<file path="config.mk">
export PLATFORM = sky130hd
export DESIGN_NAME = bus_hold_lock
export DESIGN_NICKNAME = d
export VERILOG_FILES = /design/src/rtl/bhl_pkg.sv /design/src/rtl/bhl_ctrl.sv /design/src/rtl/bhl_dp.sv /design/src/rtl/bus_hold_lock.sv
export SDC_FILE = /design/constraint.sdc
export NUM_CORES = 1
export LEC_CHECK = 0
export BUFFER_PORTS_ARGS = -buffer_cell sky130_fd_sc_hd__buf_4
export CAP_MARGIN = 0
export CELL_PAD_IN_SITES_DETAIL_PLACEMENT = 0
export CELL_PAD_IN_SITES_GLOBAL_PLACEMENT = 1
export CORE_UTILIZATION = 31
export DETAILED_ROUTE_END_ITERATION = 8
export PLACE_DENSITY = 0.73
export SLEW_MARGIN = 0
export SYNTH_ARGS = -nofsm -noshare
export SYNTH_HDL_FRONTEND = slang
export SYNTH_SLANG_ARGS = --single-unit
</file>
<file path="constraint.sdc">
create_clock -name clk -period 1.6 [get_ports clk]
set_input_delay 0.32 -clock clk [delete_from_list [all_inputs] [get_ports clk]]
set_output_delay 0.32 -clock clk [all_outputs]
set_load 0.05 [all_outputs]
</file>
<file path="src/rtl/bhl_pkg.sv">
package bhl_pkg;

  // Strobes from control to datapath, all valid in the current clock
  typedef struct packed {
    logic accept;     // a cycle is launched at this edge
    logic lockOpen;   // launched cycle opens a locked sequence
    logic markLast;   // launched cycle closes its locked sequence
    logic retire;     // oldest outstanding cycle completes at this edge
    logic lockClose;  // locked sequence ends at this edge
  } bhlStrobe_t;

  // Registered status from datapath back to control
  typedef struct packed {
    logic cntZero;
    logic cntOne;
    logic cntFull;
    logic lockAct;
    logic closing;
    logic gap;
    logic ack;
  } bhlState_t;

endpackage

</file>
<file path="src/rtl/bhl_ctrl.sv">
module bhl_ctrl
  import bhl_pkg::*;
(
  input  logic       rst,
  input  logic       cycStart,
  input  logic       cycLock,
  input  logic       lockLast,
  input  logic       brdy,
  input  logic       cycDone,
  input  bhlState_t  st,
  output logic       startOk,
  output bhlStrobe_t stb
);

  logic lockGate;
  logic baseOk;

  // Rules for which kind of cycle may be launched in the current lock state
  always_comb begin
    if (st.lockAct) lockGate = cycLock;
    else            lockGate = !cycLock || (!st.gap && st.cntZero);
  end

  assign baseOk  = !rst && !st.ack && !st.cntFull && !st.closing;
  assign startOk = baseOk && lockGate;

  always_comb begin
    stb.accept    = cycStart && startOk;
    stb.lockOpen  = stb.accept && cycLock && !st.lockAct;
    stb.markLast  = stb.accept && cycLock && lockLast;
    stb.retire    = !rst && brdy && cycDone && !st.cntZero;
    stb.lockClose = stb.retire && st.closing && st.cntOne;
  end

endmodule

</file>
<file path="src/rtl/bhl_dp.sv">
module bhl_dp
  import bhl_pkg::*;
#(
  parameter int MAX_OUT = 2
) (
  input  logic       clk,
  input  logic       rst,
  input  logic       holdReq,
  input  bhlStrobe_t stb,
  output bhlState_t  st,
  output logic       holdAck,
  output logic       busOe,
  output logic       lockN
);

  localparam int CNT_W = $clog2(MAX_OUT + 1);
  localparam logic [CNT_W-1:0] CNT_MAX = CNT_W'(MAX_OUT);
  localparam logic [CNT_W-1:0] CNT_ONE = CNT_W'(1);

  logic [CNT_W-1:0] cntQ, cntNext;
  logic lockActQ, lockActNext;
  logic closingQ, closingNext;
  logic gapQ;
  logic ackQ, ackNext;

  always_comb begin
    cntNext = cntQ;
    if (stb.accept && !stb.retire)      cntNext = cntQ + CNT_ONE;
    else if (!stb.accept && stb.retire) cntNext = cntQ - CNT_ONE;
  end

  always_comb begin
    lockActNext = lockActQ;
    if (stb.lockClose)     lockActNext = 1'b0;
    else if (stb.lockOpen) lockActNext = 1'b1;
    closingNext = closingQ;
    if (stb.lockClose)     closingNext = 1'b0;
    else if (stb.markLast) closingNext = 1'b1;
  end

  // Grant once the next state is quiet; keep it while the request stays
  assign ackNext = holdReq && (ackQ || (cntNext == '0 && !lockActNext));

  always_ff @(posedge clk) begin
    if (rst) begin
      cntQ     <= '0;
      lockActQ <= 1'b0;
      closingQ <= 1'b0;
      gapQ     <= 1'b0;
      ackQ     <= holdReq;
    end else begin
      cntQ     <= cntNext;
      lockActQ <= lockActNext;
      closingQ <= closingNext;
      gapQ     <= stb.lockClose;
      ackQ     <= ackNext;
    end
  end

  always_comb begin
    st.cntZero = (cntQ == '0);
    st.cntOne  = (cntQ == CNT_ONE);
    st.cntFull = (cntQ >= CNT_MAX);
    st.lockAct = lockActQ;
    st.closing = closingQ;
    st.gap     = gapQ;
    st.ack     = ackQ;
  end

  assign holdAck = ackQ;
  assign busOe   = !ackQ;
  assign lockN   = !(lockActQ || stb.lockOpen);

endmodule

</file>
<file path="src/rtl/bus_hold_lock.sv">
module bus_hold_lock
  import bhl_pkg::*;
#(
  parameter int MAX_OUT = 2
) (
  input  logic clk,
  input  logic rst,
  input  logic holdReq,
  input  logic cycStart,
  input  logic cycLock,
  input  logic lockLast,
  input  logic brdy,
  input  logic cycDone,
  output logic startOk,
  output logic holdAck,
  output logic busOe,
  output logic lockN
);

  bhlStrobe_t stb;
  bhlState_t  stat;

  bhl_ctrl ctrl_i (
    .rst      (rst),
    .cycStart (cycStart),
    .cycLock  (cycLock),
    .lockLast (lockLast),
    .brdy     (brdy),
    .cycDone  (cycDone),
    .st       (stat),
    .startOk  (startOk),
    .stb      (stb)
  );

  bhl_dp #(.MAX_OUT(MAX_OUT)) dp_i (
    .clk     (clk),
    .rst     (rst),
    .holdReq (holdReq),
    .stb     (stb),
    .st      (stat),
    .holdAck (holdAck),
    .busOe   (busOe),
    .lockN   (lockN)
  );

endmodule

</file>
==> impl_metrics.toml, run 1 <==
[outcome]
status = "complete, but fails checks"
violations = "negative setup slack"

[logic_synthesis]
synth_cells = 45
synth_nets = 56
synth_cell_types = 27
synth_edf_count = 0
yosys_warnings = 0
synth_seq_cells = 6
synth_area_um2 = 412
synth_flop_cell = "dfxtp_1"
syn_avg_cell_area_um2 = 9.15
ys_seq_area_frac = 0.292
synth_async_sr_flop_share = 0

[placement]
place_hpwl_um = 1000
place_inst = 80
gp_congestion = 0.800
portBuffers = 11

[cells_and_area]
multi_input_area_um2 = 355
n_antenna_cell = 0
layout.nets = 88
drive_above_1_share = 0.671
regArea_um2 = 126
final_cell_mix = "21 x buf_4, 6 x nor2_1, 4 x buf_6"
final_common_cell = "buf_4"
syn_to_final_growth_pct = 89.4
nFillCells = 95
final_util = 0.666
finalNonFillerCells = 90

[timing]
tightestPinTransition_ns = 0.463
rsz0062_at_grt = "true"
period_share = 1.15
drv_slew = 0
setup_viol = 5
fin_skew_ns = 0.0140
period_needed_ns = 1.83
hold_viol_final = 0
timing.hold.ws_ns = 0.312
worst_slack_ns = -0.234
timing.slew.headroom = 0.689
fmax_mhz = 545

[floorplan]
start_util = 0.351
rows = 12
die_h_um = 38.4
die_area_um2 = 1480
pin_count = 12
coreArea_um2 = 1170
die_x_um = 38.4

[grt]
first_global_vias = 505
grt.overflow.total = 0
antenna_found_initial = 0
grt_start_max_net_pins = 6
grt_pass1_wl_um = 2190
grt_use_total = 0.218

[cts]
clk_pin_slew_ns = 0.06
cts.sinks = 6
cts.path.max_buffers = 2
cts_tree = "done"
clk_latency_ns = 0.25
cts_root_buf = "clkbuf_4"
cts_max_level = 1
cts_made_buffers = 3
cts_hold_buf = 0

[power]
ir_drop_v = 0.000466
pwr-share-clk = 0.263
power_frac_comb = 0.450
powerDensity_nw_per_um2 = 769
switching_power_mw = 0.204
p_leak_nw = 0.329
switching_share = 0.341
pwr-share-seq = 0.287
intPower_mw = 0.395

[routing]
drt_iter0_drc = 25
wl_per_cell_um = 15.2
ant_nets = 0
dr.pass1.iters = 4
route.vias.total = 475
wl_um = 1370
via_per_inst = 5.28
drc = 0

[run]
drv_cap = 0

[setup_path]
start_kind = "flop"
crit_arrival_ns = 1.51
cp_max_fo = 3
r2r_slack_ns = -0.16
required_ns = 1.28
path_class = "flop to primary output"
end_kind = "primary output"

[worst_hold_path]
hold_class = "primary input to flop"
-- worst max-delay path, stage by stage (launching register included) --
cell	delay [ns]
dfxtp_4	0.38
inv_4	0.04
ha_4	0.15
nor2b_4	0.13
o21a_4	0.21
a31oi_4	0.17
buf_6	0.18
-- power groups by stage --
stage	logic, mW	clock network, mW	registers, mW
2_1_floorplan	0.123	0	0.181
5_1_grt	0.287	0.168	0.174
6_report	0.270	0.157	0.172
3_5_place_dp	0.215	0	0.173
4_1_cts	0.257	0.159	0.172
3_3_place_gp	0.207	0	0.173
-- registers in the layout, summed over array words and instances (netlist names) --
register	flops
dp_i.lockActQ	1
dp_i.cntQ	2
dp_i.gapQ	1
dp_i.holdAck	1
dp_i.closingQ	1
-- synth_stat cells (all sizes together) (2+ instances only) --
library cell  count  share of area
a31oi             3          0.046
and3              3          0.052
dfxtp             6           0.29
ha                3          0.091
inv               3          0.027
nand2b            2          0.030
nor2              7          0.070
nor3              3          0.076
o21ai             2          0.024
-- metal layers --
layer	vias to the layer above	track usage	wire (um)
li1	233	-	-
met1	226	0.238	539
met2	16	0.428	761
met3	0	0.0233	69
met4	0	0.0690	0
met5	-	0	0
-- cell type report --
cell class / instances / share of cell area
multi-input combinational: 36 / 0.456
timing repair buffer: 27 / 0.305
sequential: 6 / 0.162
clock buffer: 4 / 0.0337
tap: 14 / 0.0225
inverter: 3 / 0.0209
-- stage by stage --
step / area (um^2) / setup TNS, ns / total power, mW / setup slack, ns
after CTS: 756 / -0.972 / 0.587 / -0.257
after global routing: 779 / -1.27 / 0.629 / -0.278
after global placement: 646 / -0.0767 / 0.379 / -0.0423
after floorplan: 458 / -0.00730 / 0.305 / -0.00730
after detailed placement: 646 / -0.209 / 0.388 / -0.103
final: 779 / -0.771 / 0.599 / -0.234
-- repair_timing --
action	in CTS	in global routing
gates resized for setup	12	4
cloned	0	0
hold endpoints to repair	0	0
setup buffers	5	1
endpoints found under the setup margin	4	6
pin swaps	9	4
-- path summary, 6_finish.rpt --
kind,end,depth (start not counted),from
min,dp_i.holdAck$_DFF_P_,3,holdReq
max,lockN,6,dp_i.cntQ[1]$_SDFF_PP0_
max reg2reg,dp_i.holdAck$_DFF_P_,9,dp_i.cntQ[0]$_SDFF_PP0_
min reg2reg,dp_i.gapQ$_SDFF_PP0_,1,dp_i.closingQ$_SDFFE_PP0P_
-- cells by family after synthesis --
| family | after synthesis | share of synthesized area |
|---|---|---|
| buffers and inverters | 3 | 0.0274 |
| AND/OR/NAND/NOR | 20 | 0.310 |
| adder cells (fa/ha/maj) | 3 | 0.0912 |
| XOR/XNOR | 1 | 0.0547 |
| flip-flops | 6 | 0.292 |
| AO/OA/AOI/OAI | 12 | 0.225 |
Power figures use the tool's default switching activity.
==> run 2: changes to the inputs <==
- ABC_AREA: default -> 1
- CORE_UTILIZATION: 31 -> 28
- PLACE_DENSITY: 0.73 -> 0.72
==> impl_metrics.toml, run 2 <==
[outcome]
status = "complete, but fails checks"
violations = "negative setup slack"

[cells_and_area]
drive_above_1_share = 0.550
syn_to_final_growth_pct = 73.3
final_cell_mix = "20 x buf_4, 8 x inv_1, 8 x nand2_1"
layout.nets = 93
top_register = "dp_i.cntQ"
largest_reg_flops = 2
finalNonFillerCells = 94
final_common_cell = "buf_4"
n_antenna_cell = 0

[timing]
setup_viol = 5
period_needed_ns = 1.77
drv_slew = 0
fin_skew_ns = 0.00280
worst_slack_ns = -0.172
hold_viol_final = 0
period_share = 1.11
tightestPinTransition_ns = 0.170
timing.hold.ws_ns = 0.300
rsz0062_at_grt = "true"
fmax_mhz = 564
timing.slew.headroom = 0.887
tns_ns = -0.410

[cts]
cts_root_buf = "clkbuf_4"
clk_pin_slew_ns = 0.04
cts.path.max_buffers = 2
cts_max_level = 1
cts_made_buffers = 3
cts_tree = "done"
cts.sinks = 6
clk_latency_ns = 0.24

[grt]
grt.overflow.total = 0
antenna_found_initial = 0
grt_pass1_wl_um = 1370
grt_start_max_net_pins = 6
first_global_vias = 340
grt_use_total = 0.143

[logic_synthesis]
yosys_warnings = 0
synth_common_cells = "10 x inv_1, 8 x nand2_1, 6 x dfxtp_1, 6 x nand3_1, 6 x nor2_1"
post-synth-top-count-cell = "inv_1"
synth_cell_types = 17
yosysTopAreaCell = "dfxtp_1"
syn_avg_cell_area_um2 = 7.02
synth_flop_cell = "dfxtp_1"
synth_top_area_frac = 0.317
synth_nets = 65
synth_area_um2 = 379
synth_cells = 54
synth_seq_cells = 6
synth_async_sr_flop_share = 0
netlist_top_cells_area = "dfxtp_1 32%, ha_1 9.9%, inv_1 9.9%"
synth_edf_count = 0
ys_seq_area_frac = 0.317

[placement]
portBuffers = 11
place_inst = 87
place_hpwl_um = 687
gp_congestion = 0.795

[floorplan]
pin_count = 12
coreArea_um2 = 1190
start_util = 0.320
die_h_um = 38.8
rows = 12
die_area_um2 = 1510
die_x_um = 38.8

[setup_path]
crit_arrival_ns = 1.45
path_class = "flop to primary output"
end_kind = "primary output"
cp_max_fo = 2
required_ns = 1.28
start_kind = "flop"

[run]
drv_cap = 0

[routing]
drt_iter0_drc = 3
wl_per_cell_um = 9.44
wl_um = 887
via_per_inst = 4.32
drc = 0
dr.pass1.iters = 2
route.vias.total = 406
ant_nets = 0

[worst_hold_path]
hold_class = "primary input to flop"

[power]
powerDensity_nw_per_um2 = 766
ir_drop_v = 0.000418
p_leak_nw = 0.329
## run 2: cell types whose count changed in the layout (fill, tap and decap cells not counted), sizes merged, moves of 2 or more
cell	previous run	this run
a31oi	3	0
nand3	1	7
nand2	1	11
nor3	3	1
nand2b	2	0
buf	27	23
inv	3	11
and3	3	0
nor2	7	10
## run 2: cells by family (layout without fill, tap and decap cells)
kind of cell    Yosys count  in the layout  share of synthesized area
compound gates            3              3                     0.0396
flops                     6              6                      0.317
simple gates             31             31                      0.436
buf+inv                  11             37                      0.109
fa+ha+maj                 3              3                     0.0990
## run 2: layout make-up
type | instances | area, um^2
repair buffers | 23 | 191
flip-flops and latches | 6 | 123
clock buffers | 3 | 22.5
well taps | 14 | 17.5
inverters | 11 | 41.3
multi-input cells | 37 | 262
fillers | 109 | 529
## run 2: per-stage QoR
| step | cell area, um^2 | util | setup WS, ns | power [mW] |
|---|---|---|---|---|
| after detailed placement | 543 | 0.458 | -0.0849 | 0.335 |
| after global routing | 657 | 0.554 | -0.265 | 0.535 |
| after global placement | 543 | 0.458 | -0.0440 | 0.334 |
| final | 657 | 0.554 | -0.172 | 0.503 |
| after CTS | 636 | 0.536 | -0.191 | 0.499 |
| after floorplan | 383 | - | 0.0198 | 0.266 |
## run 2: path summary, 6_finish.rpt
kind                                             end  cells after the start  slack [ns]                       start
worst max-delay path                           lockN                      9       -0.17     dp_i.cntQ[0]$_SDFF_PP0_
worst max register to register  dp_i.holdAck$_DFF_P_                     14       -0.06     dp_i.cntQ[0]$_SDFF_PP0_
worst min-delay path            dp_i.holdAck$_DFF_P_                      3        0.30                     holdReq
worst min register to register  dp_i.gapQ$_SDFF_PP0_                      2        0.56  dp_i.closingQ$_SDFFE_PP0P_
## run 2: layer usage
metal | part of all wire | global-route usage | routed length (um)
met1 | 0.45 | 0.167 | 401
met2 | 0.48 | 0.213 | 423
met3 | 0.069 | 0.0694 | 61
met4 | 0 | 0.0776 | 0
met5 | 0 | 0 | 0
## run 2: what timing repair did
| item | 4_1_cts | 5_1_grt |
|---|---|---|
| buffers inserted | 3 | 1 |
| endpoints found under the setup margin | 3 | 4 |
| pin swaps | 5 | 1 |
| gates resized for setup | 11 | 4 |
| hold buffers | 0 | 0 |
## run 2: critical path, stage by stage, from the launching register on
cell,delay (ns)
dfxtp_2,0.32
inv_2,0.05
ha_4,0.16
nor2_4,0.11
nand2_4,0.05
nor2_4,0.09
nand3_2,0.08
o21ai_2,0.15
inv_2,0.05
buf_8,0.14
## run 2: power by group
group	internal (mW)	total, mW	switching [mW]
clock network	0.0845	0.135	0.0502
registers	0.159	0.166	0.00671
logic	0.0965	0.202	0.106
total	0.340	0.503	0.163
==> run 3: changes to the inputs <==
--- a/config.mk
+++ b/config.mk
@@ -12,6 +12,8 @@
 export CELL_PAD_IN_SITES_GLOBAL_PLACEMENT = 1
 export CORE_UTILIZATION = 28
+export CTS_CLUSTER_DIAMETER = 60
 export DETAILED_ROUTE_END_ITERATION = 8
 export PLACE_DENSITY = 0.72
+export SETUP_SLACK_MARGIN = 0.3
 export SLEW_MARGIN = 0
 export SYNTH_ARGS = -nofsm -noshare
==> constraint.sdc (replaced) <==
create_clock -name clk -period 1.6 [get_ports clk]
set_input_delay 0.32 -clock clk [delete_from_list [all_inputs] [get_ports clk]]
set_output_delay 0.32 -clock clk [all_outputs]
set_load 0.02 [all_outputs]
==> impl_metrics.toml, run 3 (synthesis results as in run 2) <==
[setup_path]
reg2reg_from = "dp_i.cntQ[1]$_SDFF_PP0_"
reg2reg_depth = 13
crit_arrival_ns = 1.41
r2r_slack_ns = -0.12
worst_path_largest_cell_delay_ns = 0.33
end_kind = "primary output"
slowest_stage = "dfxtp_2"
start_kind = "flop"
worstPathCellList = "inv_2, ha_4, nor2_4, nand2_4, nor2_4, nand3_4, o21ai_4, inv_2, buf_6"
required_ns = 1.28
r2r_end = "dp_i.holdAck$_DFF_P_"
cp_max_fo = 3
crit_buf_inv = 3
crit_family = "flip-flops"
path_class = "flop to primary output"

[routing]
drt_iter0_drc = 1
dr.pass1.iters = 2
route.vias.total = 414
wl_um = 920
via_per_inst = 4.50
ant_nets = 0
drc = 0
wl_per_cell_um = 10.0

[worst_hold_path]
worstHoldStart = "holdReq"
min_to = "dp_i.holdAck$_DFF_P_"
hold_class = "primary input to flop"
min_path_cells = 3

[cells_and_area]
final_common_cell = "buf_4"
layout.nets = 91
nFillCells = 104
n_antenna_cell = 0
drive_above_1_share = 0.679
top_register = "dp_i.cntQ"
syn_to_final_growth_pct = 83.8
largest_reg_flops = 2
stdcell_area_um2 = 697
final_cell_mix = "17 x buf_4, 7 x inv_1, 6 x nand2_2"

[grt]
first_global_vias = 393
grt_pass1_wl_um = 1420
grt.overflow.total = 0
grt_start_max_net_pins = 6
grt_use_total = 0.145
antenna_found_initial = 0

[outcome]
violations = "negative setup slack"
status = "complete, but fails checks"

[floorplan]
die_h_um = 38.8
start_util = 0.320
rows = 12
pin_count = 12
die_area_um2 = 1510
coreArea_um2 = 1190
die_x_um = 38.8

[run]
drv_cap = 0

[timing]
timing.slew.headroom = 0.864
period_needed_ns = 1.73
rsz0062_at_grt = "true"
setup_viol = 4
fin_skew_ns = 0.00405
tightestPinTransition_ns = 0.203
worst_slack_ns = -0.133
period_share = 1.08
hold_viol_final = 0
fmax_mhz = 577
drv_slew = 0

[power]
p_leak_nw = 0.328
powerDensity_nw_per_um2 = 697
power_mw = 0.486
ir_drop_v = 0.000532

[placement]
portBuffers = 11
gp_congestion = 0.733
placed_area_um2 = 541
place_hpwl_um = 659

[cts]
cts.path.max_buffers = 2
cts_tree = "done"
cts_made_buffers = 3
cts_root_buf = "clkbuf_4"
clk_latency_ns = 0.24
cts.sinks = 6
cts_max_level = 1
clk_pin_slew_ns = 0.04
## run 3: layout make-up
cell class	instances	area [um^2]	area share
flip-flops and latches	6	125	0.180
multi-input cells	37	318	0.456
inverters	11	41.3	0.0592
well taps	14	17.5	0.0251
repair buffers	21	173	0.248
clock buffers	3	22.5	0.0323
## run 3: stage by stage
| stage | TNS (ns) | instances | util | hold slack [ns] | setup WS, ns |
|---|---|---|---|---|---|
| floorplan | 0 | 54 | - | 0.385 | 0.141 |
| global placement | -0.0135 | 84 | 0.456 | 0.551 | -0.0135 |
| detailed placement | -0.0240 | 84 | 0.456 | 0.560 | -0.0240 |
| CTS | -0.361 | 90 | 0.515 | 0.305 | -0.165 |
| global route | -0.852 | 92 | 0.588 | 0.298 | -0.238 |
| finish | -0.351 | 92 | 0.588 | 0.313 | -0.133 |
## run 3: worst max-delay path by stage
stage	startpoint	slack, ns	to	cells past startpoint
global route	dp_i.cntQ[0]$_SDFF_PP0_	-0.24	lockN	9
detailed placement	rst	-0.02	lockN	8
finish	dp_i.cntQ[0]$_SDFF_PP0_	-0.13	lockN	9
global placement	rst	-0.01	lockN	8
floorplan	dp_i.cntQ[0]$_SDFF_PP0_	0.14	lockN	8
CTS	dp_i.cntQ[0]$_SDFF_PP0_	-0.17	lockN	9
## run 3: per-layer routing
metal	GRT usage	part of all wire
met1	0.144	0.43
met2	0.258	0.51
met3	0.0694	0.057
met4	0.0517	0.0043
met5	0	0
## run 3: worst reg2reg max path, stage by stage (launching register included)
cell and delay, ns:
dfxtp_4 0.36, inv_2 0.04, ha_2 0.17, nand2_2 0.08, nand3_4 0.08, nand3_4 0.11, o21ai_4 0.06, buf_4 0.14
buf_6 0.10, buf_4 0.12, buf_4 0.12, nand2_2 0.06, nand3_2 0.07, a21oi_1 0.13
## run 3: timing repair
item                                    4_1_cts  5_1_grt
pin swaps                                     5        7
resized for setup                             6       17
setup buffers                                 3        2
endpoints found under the setup margin        7        7
hold buffers                                  0        0
## run 3: report_power, final
part / total [mW] / internal, mW / switching, mW / leakage, nW
clock: 0.135 / 0.0846 / 0.0506 / 0.0138
sequential: 0.166 / 0.158 / 0.00724 / 0.0502
combinational: 0.185 / 0.0930 / 0.0921 / 0.264
